### src/rtl/smb_blkwr_pkg.sv
package smb_blkwr_pkg;
  localparam int BYTE_W = 8;

  typedef enum logic [1:0] {
    PH_IDLE,
    PH_RECV,
    PH_ACK
  } phase_t;

  typedef enum logic [1:0] {
    SLOT_ADDR,
    SLOT_CMD,
    SLOT_COUNT,
    SLOT_DATA
  } slot_t;
endpackage

### src/rtl/smb_line_sync.sv
module smb_line_sync #(
  parameter int STAGES  = 2,
  parameter bit RST_VAL = 1'b1
) (
  input  logic clk,
  input  logic rst_n,
  input  logic d_i,
  output logic q_o
);
  logic [STAGES-1:0] chain;

  generate
    if (STAGES == 1) begin : g_single
      always_ff @(posedge clk or negedge rst_n) begin
        if (!rst_n) chain <= RST_VAL;
        else        chain <= d_i;
      end
    end else begin : g_multi
      always_ff @(posedge clk or negedge rst_n) begin
        if (!rst_n) chain <= {STAGES{RST_VAL}};
        else        chain <= {chain[STAGES-2:0], d_i};
      end
    end
  endgenerate

  assign q_o = chain[STAGES-1];
endmodule

### src/rtl/smb_bus_events.sv
module smb_bus_events (
  input  logic clk,
  input  logic rst_n,
  input  logic scl_s_i,
  input  logic sda_s_i,
  output logic scl_rise_o,
  output logic scl_fall_o,
  output logic start_o,
  output logic stop_o
);
  logic scl_q;
  logic sda_q;

  always_ff @(posedge clk or negedge rst_n) begin
    if (!rst_n) begin
      scl_q <= 1'b1;
      sda_q <= 1'b1;
    end else begin
      scl_q <= scl_s_i;
      sda_q <= sda_s_i;
    end
  end

  // Conditions are only recognised while SCL stays high across two samples.
  assign scl_rise_o = scl_s_i & ~scl_q;
  assign scl_fall_o = ~scl_s_i & scl_q;
  assign start_o    = scl_s_i & scl_q & sda_q & ~sda_s_i;
  assign stop_o     = scl_s_i & scl_q & ~sda_q & sda_s_i;
endmodule

### src/rtl/smb_byte_shift.sv
module smb_byte_shift
  import smb_blkwr_pkg::*;
(
  input  logic              clk,
  input  logic              rst_n,
  input  logic              clear_i,
  input  logic              sample_i,
  input  logic              bit_i,
  output logic [BYTE_W-1:0] byte_o,
  output logic              full_o
);
  localparam int CNT_W = $clog2(BYTE_W + 1);

  logic [CNT_W-1:0] bit_cnt;

  always_ff @(posedge clk or negedge rst_n) begin
    if (!rst_n) begin
      byte_o  <= '0;
      bit_cnt <= '0;
    end else if (clear_i) begin
      byte_o  <= '0;
      bit_cnt <= '0;
    end else if (sample_i && !full_o) begin
      byte_o  <= {byte_o[BYTE_W-2:0], bit_i};
      bit_cnt <= bit_cnt + 1'b1;
    end
  end

  assign full_o = (bit_cnt == CNT_W'(BYTE_W));

  AST_FULL_HOLDS: assert property (@(posedge clk) disable iff (!rst_n)
    (full_o && !clear_i) |=> full_o);
endmodule

### src/rtl/smb_frame_ctrl.sv
module smb_frame_ctrl
  import smb_blkwr_pkg::*;
#(
  parameter logic [6:0] TARGET_ADDR = 7'h69,
  parameter int         NUM_REGS    = 3,
  localparam int        IDX_W       = (NUM_REGS > 1) ? $clog2(NUM_REGS) : 1,
  localparam int        CNT_W       = $clog2(NUM_REGS + 1)
) (
  input  logic              clk,
  input  logic              rst_n,
  input  logic              scl_rise_i,
  input  logic              scl_fall_i,
  input  logic              start_i,
  input  logic              stop_i,
  input  logic [BYTE_W-1:0] byte_i,
  input  logic              full_i,
  output logic              sample_o,
  output logic              clear_o,
  output logic              sda_pull_o,
  output logic              wr_valid_o,
  output logic [IDX_W-1:0]  wr_idx_o,
  output logic [BYTE_W-1:0] wr_data_o
);
  phase_t           phase;
  slot_t            slot;
  logic [CNT_W-1:0] data_cnt;
  logic             ack_high_seen;
  logic             ack_done;
  logic             addr_hit;

  assign addr_hit = (byte_i[BYTE_W-1:1] == TARGET_ADDR) && !byte_i[0];
  assign ack_done = (phase == PH_ACK) && scl_fall_i && ack_high_seen;
  assign sample_o = (phase == PH_RECV) && scl_rise_i;
  assign clear_o  = start_i || ack_done;

  always_ff @(posedge clk or negedge rst_n) begin
    if (!rst_n) begin
      phase         <= PH_IDLE;
      slot          <= SLOT_ADDR;
      data_cnt      <= '0;
      ack_high_seen <= 1'b0;
      sda_pull_o    <= 1'b0;
      wr_valid_o    <= 1'b0;
      wr_idx_o      <= '0;
      wr_data_o     <= '0;
    end else begin
      wr_valid_o <= 1'b0;
      if (start_i) begin
        phase         <= PH_RECV;
        slot          <= SLOT_ADDR;
        data_cnt      <= '0;
        ack_high_seen <= 1'b0;
        sda_pull_o    <= 1'b0;
      end else if (stop_i) begin
        phase      <= PH_IDLE;
        sda_pull_o <= 1'b0;
      end else begin
        unique case (phase)
          PH_RECV: begin
            if (full_i && scl_fall_i) begin
              ack_high_seen <= 1'b0;
              unique case (slot)
                SLOT_ADDR: begin
                  if (addr_hit) begin
                    phase      <= PH_ACK;
                    sda_pull_o <= 1'b1;
                    slot       <= SLOT_CMD;
                  end else begin
                    phase <= PH_IDLE;
                  end
                end
                SLOT_CMD: begin
                  phase      <= PH_ACK;
                  sda_pull_o <= 1'b1;
                  slot       <= SLOT_COUNT;
                end
                SLOT_COUNT: begin
                  phase      <= PH_ACK;
                  sda_pull_o <= 1'b1;
                  slot       <= SLOT_DATA;
                end
                SLOT_DATA: begin
                  phase      <= PH_ACK;
                  sda_pull_o <= 1'b1;
                  if (data_cnt < CNT_W'(NUM_REGS)) begin
                    wr_valid_o <= 1'b1;
                    wr_idx_o   <= data_cnt[IDX_W-1:0];
                    wr_data_o  <= byte_i;
                    data_cnt   <= data_cnt + 1'b1;
                  end
                end
                default: phase <= PH_IDLE;
              endcase
            end
          end
          PH_ACK: begin
            if (scl_rise_i) ack_high_seen <= 1'b1;
            if (ack_done) begin
              sda_pull_o <= 1'b0;
              phase      <= PH_RECV;
            end
          end
          default: ;
        endcase
      end
    end
  end

  AST_PULL_STARTS_ON_FALL: assert property (@(posedge clk) disable iff (!rst_n)
    $rose(sda_pull_o) |-> $past(scl_fall_i));
  AST_PULL_ENDS_ON_EVENT: assert property (@(posedge clk) disable iff (!rst_n)
    $fell(sda_pull_o) |-> $past(scl_fall_i || start_i || stop_i));
  AST_IDLE_RELEASED: assert property (@(posedge clk) disable iff (!rst_n)
    (phase == PH_IDLE) |-> !sda_pull_o);
  AST_WR_IDX_RANGE: assert property (@(posedge clk) disable iff (!rst_n)
    wr_valid_o |-> (int'(wr_idx_o) < NUM_REGS));
  AST_WR_SINGLE_PULSE: assert property (@(posedge clk) disable iff (!rst_n)
    wr_valid_o |=> !wr_valid_o);
  AST_WR_WITH_ACK: assert property (@(posedge clk) disable iff (!rst_n)
    wr_valid_o |-> $rose(sda_pull_o));
endmodule

### src/rtl/smb_blkwr_slave.sv
module smb_blkwr_slave
  import smb_blkwr_pkg::*;
#(
  parameter logic [6:0] TARGET_ADDR = 7'h69,
  parameter int         NUM_REGS    = 3,
  parameter int         SYNC_STAGES = 2,
  localparam int        IDX_W       = (NUM_REGS > 1) ? $clog2(NUM_REGS) : 1
) (
  input  logic              clk,
  input  logic              rst_n,
  input  logic              scl_i,
  input  logic              sda_i,
  output logic              sda_pull_o,
  output logic              wr_valid_o,
  output logic [IDX_W-1:0]  wr_idx_o,
  output logic [BYTE_W-1:0] wr_data_o
);
  localparam int LINES = 2;

  logic [LINES-1:0]  raw_lines;
  logic [LINES-1:0]  sync_lines;
  logic              scl_rise, scl_fall, start_c, stop_c;
  logic [BYTE_W-1:0] shift_byte;
  logic              shift_full, shift_sample, shift_clear;

  assign raw_lines = {scl_i, sda_i};

  for (genvar g = 0; g < LINES; g++) begin : g_sync
    smb_line_sync #(.STAGES(SYNC_STAGES), .RST_VAL(1'b1)) u_sync (
      .clk   (clk),
      .rst_n (rst_n),
      .d_i   (raw_lines[g]),
      .q_o   (sync_lines[g])
    );
  end

  smb_bus_events u_events (
    .clk        (clk),
    .rst_n      (rst_n),
    .scl_s_i    (sync_lines[1]),
    .sda_s_i    (sync_lines[0]),
    .scl_rise_o (scl_rise),
    .scl_fall_o (scl_fall),
    .start_o    (start_c),
    .stop_o     (stop_c)
  );

  smb_byte_shift u_shift (
    .clk      (clk),
    .rst_n    (rst_n),
    .clear_i  (shift_clear),
    .sample_i (shift_sample),
    .bit_i    (sync_lines[0]),
    .byte_o   (shift_byte),
    .full_o   (shift_full)
  );

  smb_frame_ctrl #(.TARGET_ADDR(TARGET_ADDR), .NUM_REGS(NUM_REGS)) u_ctrl (
    .clk        (clk),
    .rst_n      (rst_n),
    .scl_rise_i (scl_rise),
    .scl_fall_i (scl_fall),
    .start_i    (start_c),
    .stop_i     (stop_c),
    .byte_i     (shift_byte),
    .full_i     (shift_full),
    .sample_o   (shift_sample),
    .clear_o    (shift_clear),
    .sda_pull_o (sda_pull_o),
    .wr_valid_o (wr_valid_o),
    .wr_idx_o   (wr_idx_o),
    .wr_data_o  (wr_data_o)
  );
endmodule

### config.mk
export PLATFORM = sky130hd
export DESIGN_NAME = smb_blkwr_slave
export DESIGN_NICKNAME = d
export VERILOG_FILES = /design/src/rtl/smb_blkwr_pkg.sv /design/src/rtl/smb_line_sync.sv /design/src/rtl/smb_bus_events.sv /design/src/rtl/smb_byte_shift.sv /design/src/rtl/smb_frame_ctrl.sv /design/src/rtl/smb_blkwr_slave.sv
export SDC_FILE = /design/constraint.sdc
export NUM_CORES = 1
export LEC_CHECK = 0
export ABC_AREA = 1
export BUFFER_PORTS_ARGS = -buffer_cell sky130_fd_sc_hd__buf_2
export CAP_MARGIN = 15
export CORE_UTILIZATION = 49
export DETAILED_ROUTE_END_ITERATION = 10
export PLACE_DENSITY_LB_ADDON = 0.25
export SYNTH_ARGS = -nofsm -noshare
export SYNTH_HDL_FRONTEND = slang
export SYNTH_SLANG_ARGS = --single-unit
export TNS_END_PERCENT = 100
### constraint.sdc
create_clock -name clk -period 4.04 [get_ports clk]
set_clock_uncertainty 0.1 [all_clocks]
set_input_delay 0.606 -clock clk [delete_from_list [all_inputs] [get_ports clk]]
set_output_delay 0.606 -clock clk [all_outputs]
set_load 0.02 [all_outputs]
After elaboration in Yosys (flattened, before gate mapping)
Cells that the tools add are included.

operators by class
  $add $sub $neg = 2
  $lt $le $gt $ge = 1
  equal/unequal tests = 14
  mux-type cells = 41
  bitwise gates (word level) = 13
  reductions and logical operators = 25

operators with widths
  operator             number
  $mux 2               16
  $mux 8               2
  $mux 1               15
  $reduce_and 5->1     2
  $reduce_bool 2->1    5
  $mux 4               2
  $pmux 2 s2           2
  $reduce_and 4->1     2
  $reduce_bool 4->1    2
  $and 1x1->1          7
  $eq 7x7->1 const B   1
  $eq 2x2->1 const B   3
  $logic_and 1x1->1    6
  $ne 3x1->1 const B   2
  $not 1->1            6
  $pmux 1 s2           3
  $pmux 2 s3           1
  $reduce_and 6->1     1
  $ne 5x3->1 const B   1
  $add 4x1->4 const B  1
  $eq 2x1->1 const B   2
  $eq 4x4->1 const B   1
  $ne 4x2->1 const B   1
  $ne 4x3->1 const B   1
  10 further kinds     11

storage, ports and cells
  register bits after elaboration = 37
  bits of input ports = 4
  output and inout bits = 12
  word-level logic and storage cells = 110

Longest topological paths before layout
Gate-level depths: netlist of run 1.

  word-level depth = 8
  depth in mapped cells = 11
  depth with buffers taken out = 11

Modules after synthesis
A second synthesis of run 1 with hierarchy kept.

unflattened totals
  cell total of the unflattened synthesis = 232
  area, all modules = 1,973.1 um2

modules (own cells, without submodules)
  module          instances  cells an instance  area each (um2)  sequential area each (um2)
  smb_frame_ctrl  1          148                1,128.6          475.5
  smb_byte_shift  1          67                 645.6            300.3
  smb_line_sync   2          2                  52.6             52.6
  smb_bus_events  1          13                 93.8             52.6

Worst setup path before layout of run 1
OpenSTA, ideal clock, no wires.

  kind = register -> register
  start = register u_shift.bit_cnt[0]
  end = register u_ctrl.wr_data_o[2]
  setup time = 0.122 ns
  data arrival time = 1.368 ns
  required time = 3.818 ns
  setup slack = 2.450 ns
  stages on the path, launching flop included = 11
  buffers on the path = 1
  period minus slack after synthesis = 1.590 ns
  cells stage by stage = dfrtp_1 > inv_1 > ha_1 > nand2_1 > nor2_4 > nand2_1 > nor3_2 > nand2_2 > buf_6 > nand2_1 > o21ai_1

between the ends
  longest elaborated chain between the ends = 3

ends and longest elaborated chain
  what                               line                  text
  start: declaration                 smb_byte_shift.sv:14  logic [CNT_W-1:0] bit_cnt;
  start signal: assignment           smb_byte_shift.sv:25  bit_cnt <= bit_cnt + 1'b1;
  $eq 4x4->1                         smb_byte_shift.sv:29  assign full_o = (bit_cnt == CNT_W'(BYTE_W));
  $logic_and 1x1->1                  smb_frame_ctrl.sv:60  if (full_i && scl_fall_i) begin
  $reduce_and 6->1 (no source line)  --
  end signal: assignment             smb_frame_ctrl.sv:88  wr_data_o <= byte_i;
  end: declaration                   smb_frame_ctrl.sv:22  output logic [BYTE_W-1:0] wr_data_o

Every way passes these cells.
A chain may end at the register's enable or synchronous reset.

Final worst setup path of run 1
  start = register u_shift.bit_cnt[0]
  end = register u_ctrl.wr_data_o[6]

Same word-level chain as after synthesis.

==> key figures, run 1 <==
Outcome
  – Status: complete, no violations

Yosys
  – Seq/Total Area, Yosys: 52.7%
  – Yosys warns: 0
  – Mapped cell area: 0.00177 mm^2
  – Async SR Flop Fraction: 100%
  – Synthesized flop and latch total: 37
  – Adder-cell share of the synthesized area: around 6.4%
  – Synth Area per Inst: 8.86 um^2
  – Synth Instances: 200
  – Primary FF master, synth: dfrtp_1
  – Largest family of logic cells by synthesized area: simple AND/OR/NAND/NOR gates
  – Synth Area in Compound Gates: 9.18%
  – Simple-gate area share of the yosys netlist: approximately a quarter
  – Synth Net Count: between 200 and 250
  – EDFF count, synth: 0
  – Yosys cell types: 26
  – Post-synthesis mux area share: 0%
  – Synth Area in XOR/XNOR: less than 1%

Critical path
  – Crit end category: flip-flop
  – FF-to-FF End: u_ctrl.wr_data_o[6]
  – Critical path class: flip-flop to flip-flop
  – CP startpoint: u_shift.bit_cnt[0]
  – Critical Path RT: 4170 ps
  – Worst path max stage delay: 410 ps
  – Worst reg-to-reg setup slack: around 2200 ps
  – Startpoint class of the critical path: flip-flop
  – Arrival time worst endpoint: 1950 ps
  – FF-to-FF Start: u_shift.bit_cnt[0]
  – CP Max Fanout: 20
  – CP max stage cell: dfrtp_1
  – Worst R2R Path Depth: 9
  – Critical Path Most Common Cell: nand2_1
  – Crit-path cells: inv_1, ha_1, nand2_1, nor2_4, nand2_1, nor3_2, nand2_2, nand2_1, o21ai_1
  – WP buf/inv: 1
  – Cell family with most CP delay: simple AND/OR/NAND/NOR gates

Detailed routing
  – Avg WL per Cell: 11.1 um
  – Pre-antenna DRT Iters: 4
  – Initial DRC count: 92
  – ANT nets after route: 0
  – Remaining DRCs: 0
  – WL final: 2980 um
  – Vias: 1,310
  – Routed vias/inst: 4.91

Layout
  – Most common cell after layout, fill and taps aside: nand2_1
  – Commonest cells after routing, fill and taps aside: nand2_1, dfrtp_1, inv_1
  – Layout cell share with drive strength beyond 1: 18.1%
  – Nets@finish: about 230
  – Design area: between 0.0015 and 0.002 mm^2
  – Area Overhead vs Synth: 10.7%
  – Final Core Density: 57.9%
  – Post-Layout Cell Count: 267
  – # diodes: 0

Floorplan
  – CORE AREA: around 0.0034 mm^2
  – Cell Rows: 21
  – Die Ht: ~62 um
  – Die width: between 60 and 70 um
  – Die area: 0.00386 mm^2
  – Initial core utilization: a little over half
  – Io pins: 16

CTS
  – Clock Tree Buf Depth: 2
  – Inserted Clock Buffers: 5
  – CTS tree: yes
  – PostCTS Resize Cnt: 0
  – Clock slew at reported path FFs: 120 ps
  – Clk_lat worst skew: 340 ps
  – CTS Hold Bufs: 0
  – H-tree levels: 2
  – Root Driver: clkbuf_4
  – Setup bufs post-CTS: 0
  – CTS Sinks: 37

Timing
  – RSZ-0062 raised after global routing: no
  – Setup TNS: 0 ps
  – Worst Max-Slew Pin Slew: 771 ps
  – Fin crit period: about 1800 ps
  – Final Hold Viols: 0
  – Worst hold slack: ~220 ps
  – Final setup fails: 0
  – Fmax achieved: 550 MHz
  – Final Cycle Share: 45.0%
  – Slew Limit Fails: 0
  – Final WS setup: 2220 ps
  – Max-slew headroom: 48.6%

Place
  – Post-place setup slack: 2230 ps
  – Placer Congestion: 0.792
  – Post-Place Cells: 259
  – Port Buf Inserts: 15
  – Detail Placement HPWL: 2150 um
  – Placed instance area: 0.00188 mm^2

Pwr
  – Sequential power share: 47.6%
  – Lkg Pwr: about 1 nW
  – Max VDD drop: around 0.00034 V
  – Cell Pwr Density: 483 mW/mm^2
  – Sw Share: roughly a third
  – Proportion of power drawn by the clock network: 27.0%
  – Gate power share: 25.4%
  – Total Power: 947 uW
  – P_sw: a little over 300 uW
  – Int Power: 640 uW

Global route
  – Largest net degree at the start of global routing: 38
  – Gr ovfl total: 0
  – Global-route wire length before repair: between 5000 and 6000 um
  – Number of global-route vias before repair: 1,303
  – Initial antenna violation count: 0
  – GRT Total Usage: 18.6%

Hold path
  – Hold Crit Class: input pin to async pin

Run
  – Max_cap viols: 0
final cells by class:
type | count | area [um^2]
flip-flops and latches | 37 | 933
multi-input cells | 134 | 712
repair buffers | 15 | 75.1
clock inverters | 2 | 38.8
fillers | 320 | 1430
clock buffers | 6 | 41.3
well taps | 46 | 57.6
inverters | 27 | 104
synthesized netlist by cell type, types with 6 or more instances:
cell type / instances / share of area [%]
nand2_1: 60 / 13
nor2_1: 12 / 2.5
o21ai_1: 10 / 2.8
dfrtp_1: 31 / 44
o22ai_1: 7 / 2.5
nand3_1: 10 / 2.8
o21ai_0: 8 / 2.3
inv_1: 24 / 5.1
dfstp_2: 6 / 8.9
ha_1: 9 / 6.4
power groups by stage:
| stage | Clock (mW) | Combinational [mW] | Sequential [mW] |
|---|---|---|---|
| 2_1_floorplan | 0 | 0.181 | 0.458 |
| 3_3_place_gp | 0 | 0.237 | 0.457 |
| 3_5_place_dp | 0 | 0.240 | 0.458 |
| 4_1_cts | 0.262 | 0.241 | 0.451 |
| 5_1_grt | 0.280 | 0.293 | 0.457 |
| 6_report | 0.255 | 0.240 | 0.451 |
state kept, by name, indices dropped and copies added (netlist names), 2 cells and up:
signal and flops:
u_ctrl.wr_data_o 8, u_shift.byte_o 8, g_sync.u_sync.chain 4, u_shift.bit_cnt 4, u_ctrl.data_cnt 2, u_ctrl.phase 2
u_ctrl.slot 2, u_ctrl.wr_idx_o 2
cell families after synthesis:
kind of cell | count (synthesis)
and+or+nand+nor | 95
DFF | 37
AOI/OAI and AO/OA | 29
buffers and inverters | 29
adders and majority gates | 9
xor gates and xnor gates | 1
worst max path at each step:
stage	endpoint	slack, ps	cells past startpoint
2_1_floorplan	u_ctrl.wr_data_o[2]	2450	10
3_3_place_gp	u_ctrl.wr_data_o[3]	2280	9
3_5_place_dp	u_ctrl.wr_data_o[4]	2230	9
4_1_cts	u_ctrl.wr_data_o[6]	2210	9
5_1_grt	u_ctrl.wr_data_o[7]	1990	9
6_report	u_ctrl.wr_data_o[6]	2220	9
metal layers:
layer / track usage (%) / part of all wire, %
met1: 25.1 / 52
met2: 28.3 / 42
met3: 5.88 / 3.9
met5: 0 / 0
met4: 6.40 / 1.7
No activity file was read; power rests on OpenSTA's default activity.
==> inputs of run 2 (changes only) <==
Clock period 4.04 ns to 1.6 ns, I/O delays scaled along.
==> run 2 against run 1 <==
  * The run now ends with setup timing left
  * Non-clock buffer count up 29
  * Combinational power rose to 4.4 times the previous value
  * Utilization up 13 points
  * Clock-buffer cell count up 1
  * Sequential power rose to 2.5 times the previous value
  * Flip-flop and latch count unchanged
  * Die area unchanged
  * First-iteration DRC count down 14%
  * Hold slack better by 11 ps
  * Cell count up 11%
  * Register-to-register slack worse by 2300 ps
  * Total power rose to 3.0 times the previous value
==> key figures, run 2 (synthesized netlist as in run 1, its figures left out) <==
Critical path
  – CP startpoint: u_shift.bit_cnt[1]
  – Crit end category: flip-flop
  – Arrival time worst endpoint: 1790 ps (-160 ps)
  – FF-to-FF Start: u_shift.bit_cnt[1]
  – Critical path class: flip-flop to flip-flop
  – Startpoint class of the critical path: flip-flop
  – Critical Path RT: 1740 ps (-2430 ps)
  – Worst R2R Path Depth: 12 (+3)
  – CP Capture Point: u_ctrl.phase[0]
  – CP Max Fanout: 4 (-80%)
  – Worst reg-to-reg setup slack: -50 ps (-2270 ps)
  – FF-to-FF End: u_ctrl.phase[0]

Timing
  – Worst Max-Slew Pin Slew: 404 ps (-366 ps)
  – Fmax achieved: 605 MHz (+10%)
  – Final Hold Viols: 0 (unchanged)
  – Final setup fails: 7 (+7)
  – Setup TNS: -99.7 ps (-99.7 ps)
  – Max-slew headroom: 73.1% (+24 points)
  – Fin crit period: 1650 ps (-167 ps)
  – Final WS setup: -53.0 ps (-2270 ps)
  – Final Cycle Share: 103% (+58 points)
  – RSZ-0062 raised after global routing: yes
  – Slew Limit Fails: 0 (unchanged)

Detailed routing
  – Avg WL per Cell: 12.7 um (+14%)
  – WL final: 3750 um (+26%)
  – Routed vias/inst: 5.08 (+3.6%)
  – Vias: 1,504 (+15%)
  – Pre-antenna DRT Iters: 4 (unchanged)
  – ANT nets after route: 0 (unchanged)
  – Initial DRC count: 79 (-14%)
  – Remaining DRCs: 0 (unchanged)

Run
  – Max_cap viols: 0 (unchanged)

CTS
  – Clock Tree Buf Depth: 2 (unchanged)
  – Inserted Clock Buffers: 5 (unchanged)
  – Clk_lat worst skew: 350 ps (about the same)
  – Clock slew at reported path FFs: 110 ps (about the same)
  – CTS Sinks: 37 (unchanged)
  – H-tree levels: 2 (unchanged)
  – Root Driver: clkbuf_4
  – CTS tree: yes

Pwr
  – Lkg Pwr: 1.19 nW (+19%)
  – Total Power: 2.87 mW (+200%)
  – Max VDD drop: 0.000497 V (+47%)
  – Cell Pwr Density: 1200 mW/mm^2 (+150%)

Place
  – Placer Congestion: 0.864 (+9.2%)
  – Port Buf Inserts: 15 (unchanged)
  – Detail Placement HPWL: 2460 um (+14%)

Layout
  – Nets@finish: 262 (+12%)
  – Fill count: 244 (-24%)
  – Most common cell after layout, fill and taps aside: nand2_1
  – Commonest cells after routing, fill and taps aside: nand2_1, dfrtp_1, buf_4
  – Multi-input logic area: 893 um^2 (+25%)
  – Largest regs: u_ctrl.wr_data_o x8, u_shift.byte_o x8
  – Sequential Area: 933 um^2 (unchanged)
  – Layout cell share with drive strength beyond 1: 39.6% (+22 points)
  – # diodes: 0 (unchanged)
  – Area Overhead vs Synth: 35.1%

Floorplan
  – Initial core utilization: 52.3% (unchanged)
  – CORE AREA: 0.00339 mm^2 (unchanged)
  – Die Ht: 62.1 um (unchanged)
  – Die width: 62.1 um (unchanged)
  – Die area: 0.00386 mm^2 (unchanged)
  – Io pins: 16 (unchanged)
  – Cell Rows: 21 (unchanged)

Global route
  – GRT Total Usage: 19.9% (+1.3 points)
  – Global-route wire length before repair: 6000 um (+5.9%)
  – Number of global-route vias before repair: 1,416 (+8.7%)
  – Largest net degree at the start of global routing: 21 (-45%)
  – Gr ovfl total: 0 (unchanged)
  – Initial antenna violation count: 0 (unchanged)

Outcome
  – Status: complete, but fails checks
  – Failing checks: setup timing

Hold path
  – Hold Crit Class: input pin to async pin
[run 2: cell count changes in the layout (fill, tap and decap cells not counted), sizes merged]
cell	change
dlygate4sd3	+3
clkinv	-1
buf	+26
clkbuf	+1
[run 2: worst max-delay path, cell delays in order (launching register included)]
cell and delay (ps):
dfrtp_1 410, inv_2 80, ha_4 120, nand2_2 50, nor2_4 120, nand2_2 100
buf_6 140, nand2_4 80, nand2_4 50, nand2_4 70, nand2_4 70, nand2_2 70
o21ai_1 70
[run 2: metal layers]
metal	up-vias	global-route usage [%]	routed length (um)
li1	743	-	-
met1	727	25.1	1700
met2	22	31.5	1830
met3	12	5.88	116
met4	0	9.30	106
met5	-	0	0
[run 2: how the worst min path moves through the flow]
stage                      from                   end  slack (ps)  cells past startpoint
after CTS                 rst_n   u_ctrl.wr_data_o[2]         240                      2
after global placement    rst_n   u_ctrl.wr_data_o[5]          90                      1
after detailed placement  rst_n   u_ctrl.wr_data_o[5]          90                      1
after floorplan           rst_n  u_ctrl.ack_high_seen        -160                      0
final                     rst_n     u_shift.byte_o[4]         240                      2
after global routing      rst_n   u_ctrl.wr_data_o[5]         260                      2
[run 2: stage by stage]
step | setup slack, ps | instance area (um^2) | instances | hold WS (ps) | util (%)
3_3_place_gp | -33.3 | 2020 | 276 | 90.2 | 59.7
4_1_cts | -39.7 | 2170 | 288 | 242 | 63.9
3_5_place_dp | -115 | 2020 | 276 | 90.1 | 59.7
5_1_grt | -152 | 2390 | 296 | 257 | 70.6
2_1_floorplan | 9.55 | 1770 | 200 | -156 | -
6_report | -53.0 | 2390 | 296 | 236 | 70.6
[run 2: final cells by class]
| class | count | area share [%] |
|---|---|---|
| Clock inverter | 1 | 1.25 |
| Sequential cell | 37 | 39.0 |
| Tap cell | 46 | 2.40 |
| Clock buffer | 7 | 2.30 |
| Multi-Input combinational cell | 134 | 37.3 |
| Inverter | 27 | 4.34 |
| Timing Repair Buffer | 44 | 13.4 |
[run 2: repair_timing]
action,in CTS,in global routing
hold endpoints to repair,13,0
setup endpoints to repair,19,30
hold buffers,3,0
setup buffers,1,9
pin swaps,1,18
resized for setup,13,43
[run 2: where the power goes]
part	leakage, nW	internal, mW	total, mW	switching, mW
clock	0.0455	0.373	0.681	0.308
combinational	0.654	0.452	1.05	0.595
sequential	0.490	1.06	1.15	0.0893
total	1.19	1.88	2.87	0.992
==> inputs of run 3 (changes only) <==
Clock period 1.6 ns to 1.7 ns, I/O delays scaled along.
==> run 3 against run 2 <==
  * Utilization is 3.0 points lower
  * Highest routed layer unchanged
  * Clock-buffer cell count is 2 lower
  * Critical path type unchanged
  * Global-route usage is 1.3 points lower
  * Die area stayed put
  * The flow still finishes with violations (setup timing)
==> key figures, run 3 (synthesized netlist as in run 1, its figures left out) <==
Outcome
  – Status: complete, but fails checks
  – Failing checks: setup timing

Critical path
  – Worst path max stage delay: 420 ps (about the same)
  – WP buf/inv: 2 (unchanged)
  – Critical Path RT: 1860 ps (+120 ps)
  – Crit end category: flip-flop
  – Crit-path cells: inv_2, ha_4, nand2_4, nor2_4, nand2_4, nor3_4, nand2_4, clkbuf_16, nand2_1, o21ai_1
  – FF-to-FF End: u_ctrl.wr_data_o[3]
  – CP max stage cell: dfrtp_1
  – Startpoint class of the critical path: flip-flop
  – FF-to-FF Start: u_shift.bit_cnt[0]
  – Worst R2R Path Depth: 10 (-2)
  – Critical Path Most Common Cell: nand2_4
  – Worst reg-to-reg setup slack: -30 ps (+20 ps)
  – Cell family with most CP delay: simple AND/OR/NAND/NOR gates
  – CP Max Fanout: 5 (+1)
  – Critical path class: flip-flop to flip-flop
  – Arrival time worst endpoint: 1890 ps (+100 ps)

Hold path
  – WHS Path Cells: 0
  – Hold Startpoint: g_sync[0].u_sync.chain[0]
  – WHS Endpoint: g_sync[0].u_sync.chain[1]
  – Hold Crit Class: flip-flop to flip-flop

Detailed routing
  – Vias: 1,410 (-6.3%)
  – Initial DRC count: 82 (+3.8%)
  – ANT nets after route: 0 (unchanged)
  – Avg WL per Cell: 12.1 um (-4.7%)
  – WL final: 3450 um (-8.0%)
  – Pre-antenna DRT Iters: 4 (unchanged)
  – Routed vias/inst: 4.93 (-3.0%)
  – Remaining DRCs: 0 (unchanged)

Floorplan
  – CORE AREA: 0.00339 mm^2 (unchanged)
  – Io pins: 16 (unchanged)
  – Die width: 62.1 um (unchanged)
  – Die area: 0.00386 mm^2 (unchanged)
  – Die Ht: 62.1 um (unchanged)
  – Initial core utilization: 52.3% (unchanged)
  – Cell Rows: 21 (unchanged)

Global route
  – Gr ovfl total: 0 (unchanged)
  – Initial antenna violation count: 0 (unchanged)
  – GRT Total Usage: 18.6% (-1.3 points)
  – Number of global-route vias before repair: 1,309 (-7.6%)
  – Largest net degree at the start of global routing: 38 (+81%)
  – Global-route wire length before repair: 5580 um (-7.1%)

Place
  – Placer Congestion: 0.797 (-7.8%)
  – Detail Placement HPWL: 2330 um (-5.4%)
  – Port Buf Inserts: 15 (unchanged)

Timing
  – Setup TNS: -202 ps (-102 ps)
  – RSZ-0062 raised after global routing: yes
  – Final Cycle Share: 102% (-1.3 points)
  – Slew Limit Fails: 0 (unchanged)
  – Final WS setup: -34.3 ps (+18.6 ps)
  – Fmax achieved: 577 MHz (-4.7%)
  – Fin crit period: 1730 ps (+81.4 ps)
  – Final setup fails: 11 (+4)
  – Worst Max-Slew Pin Slew: 451 ps (+47.1 ps)
  – Final Hold Viols: 0 (unchanged)
  – Max-slew headroom: 69.9% (-3.1 points)

Run
  – Max_cap viols: 0 (unchanged)

Layout
  – Layout cell share with drive strength beyond 1: 31.7% (-7.9 points)
  – Area Overhead vs Synth: 29.4%
  – Nets@finish: 252 (-3.8%)
  – Multi-input logic area: 806 um^2 (-9.8%)
  – Sequential Area: 933 um^2 (unchanged)
  – Fill count: 269 (+10%)
  – Largest regs: u_ctrl.wr_data_o x8, u_shift.byte_o x8
  – # diodes: 0 (unchanged)
  – Most common cell after layout, fill and taps aside: nand2_1
  – Final Core Density: 67.7% (-3.0 points)
  – Commonest cells after routing, fill and taps aside: nand2_1, dfrtp_1, inv_1

Pwr
  – Cell Pwr Density: 1130 mW/mm^2 (-5.8%)
  – Gate power share: 28.9% (-7.5 points)
  – Sw Share: 31.4% (-3.1 points)
  – Sequential power share: 41.3% (+1.4 points)
  – Lkg Pwr: 1.17 nW (-1.7%)
  – Proportion of power drawn by the clock network: 29.8% (+6.1 points)
  – P_sw: 814 uW (-18%)
  – Int Power: 1.78 mW (-5.4%)
  – Max VDD drop: 0.000748 V (+50%)

CTS
  – Clk_lat worst skew: 360 ps (about the same)
  – Clock slew at reported path FFs: 120 ps (about the same)
  – H-tree levels: 2 (unchanged)
  – Root Driver: clkbuf_4
  – CTS tree: yes
  – Clock Tree Buf Depth: 2 (unchanged)
  – CTS Sinks: 37 (unchanged)
  – Inserted Clock Buffers: 5 (unchanged)
## run 3: per-layer routing
metal  vias to the layer above  track usage [%]  wire length, um
met4                         0             7.56               56
met1                       663             23.7             1650
met5                         -                0                0
met3                         6             5.70              108
li1                        721                -                -
met2                        20             29.5             1640
## run 3: worst max path at each step
stage                        from             endpoint  slack (ps)  cells past startpoint
4_1_cts        u_shift.bit_cnt[0]  u_ctrl.wr_data_o[1]          20                     10
2_1_floorplan  u_shift.bit_cnt[0]  u_ctrl.wr_data_o[2]         110                     10
6_report       u_shift.bit_cnt[0]  u_ctrl.wr_data_o[3]         -30                     10
3_3_place_gp   u_shift.bit_cnt[0]  u_ctrl.wr_data_o[7]          70                     10
5_1_grt        u_shift.bit_cnt[0]  u_ctrl.wr_data_o[7]        -160                     10
3_5_place_dp   u_shift.bit_cnt[0]  u_ctrl.wr_data_o[1]         -30                     10
## run 3: layout make-up
| class | instances | area share [%] |
|---|---|---|
| inverters | 27 | 4.96 |
| multi-input cells | 134 | 35.1 |
| clock inverters | 3 | 3.00 |
| clock buffers | 5 | 1.64 |
| well taps | 46 | 2.51 |
| repair buffers | 34 | 12.1 |
| flip-flops and latches | 37 | 40.7 |
## run 3: power by group through the flow
stage	combinational (mW)	sequential [mW]	clock, mW
CTS	0.655	1.07	0.789
global route	0.860	1.09	0.831
floorplan	0.430	1.09	0
detailed placement	0.648	1.08	0
finish	0.749	1.07	0.774
global placement	0.630	1.08	0
## run 3: what timing repair did
action,4_1_cts,5_1_grt
hold endpoints to repair,33,0
gates resized for setup,2,33
pin swaps,0,8
endpoints found under the setup margin,11,20
setup buffers,0,3
cloned,0,2
hold buffers,3,0
## run 3: per-stage QoR
stage	hold slack, ps	setup WS, ps	instance area [um^2]	std cells	power (mW)
2_1_floorplan	-141	110	1770	200	1.52
3_3_place_gp	221	70.3	1980	270	1.71
3_5_place_dp	222	-31.7	1980	270	1.73
4_1_cts	266	19.9	2120	281	2.51
5_1_grt	267	-159	2290	286	2.78
6_report	263	-34.3	2290	286	2.59
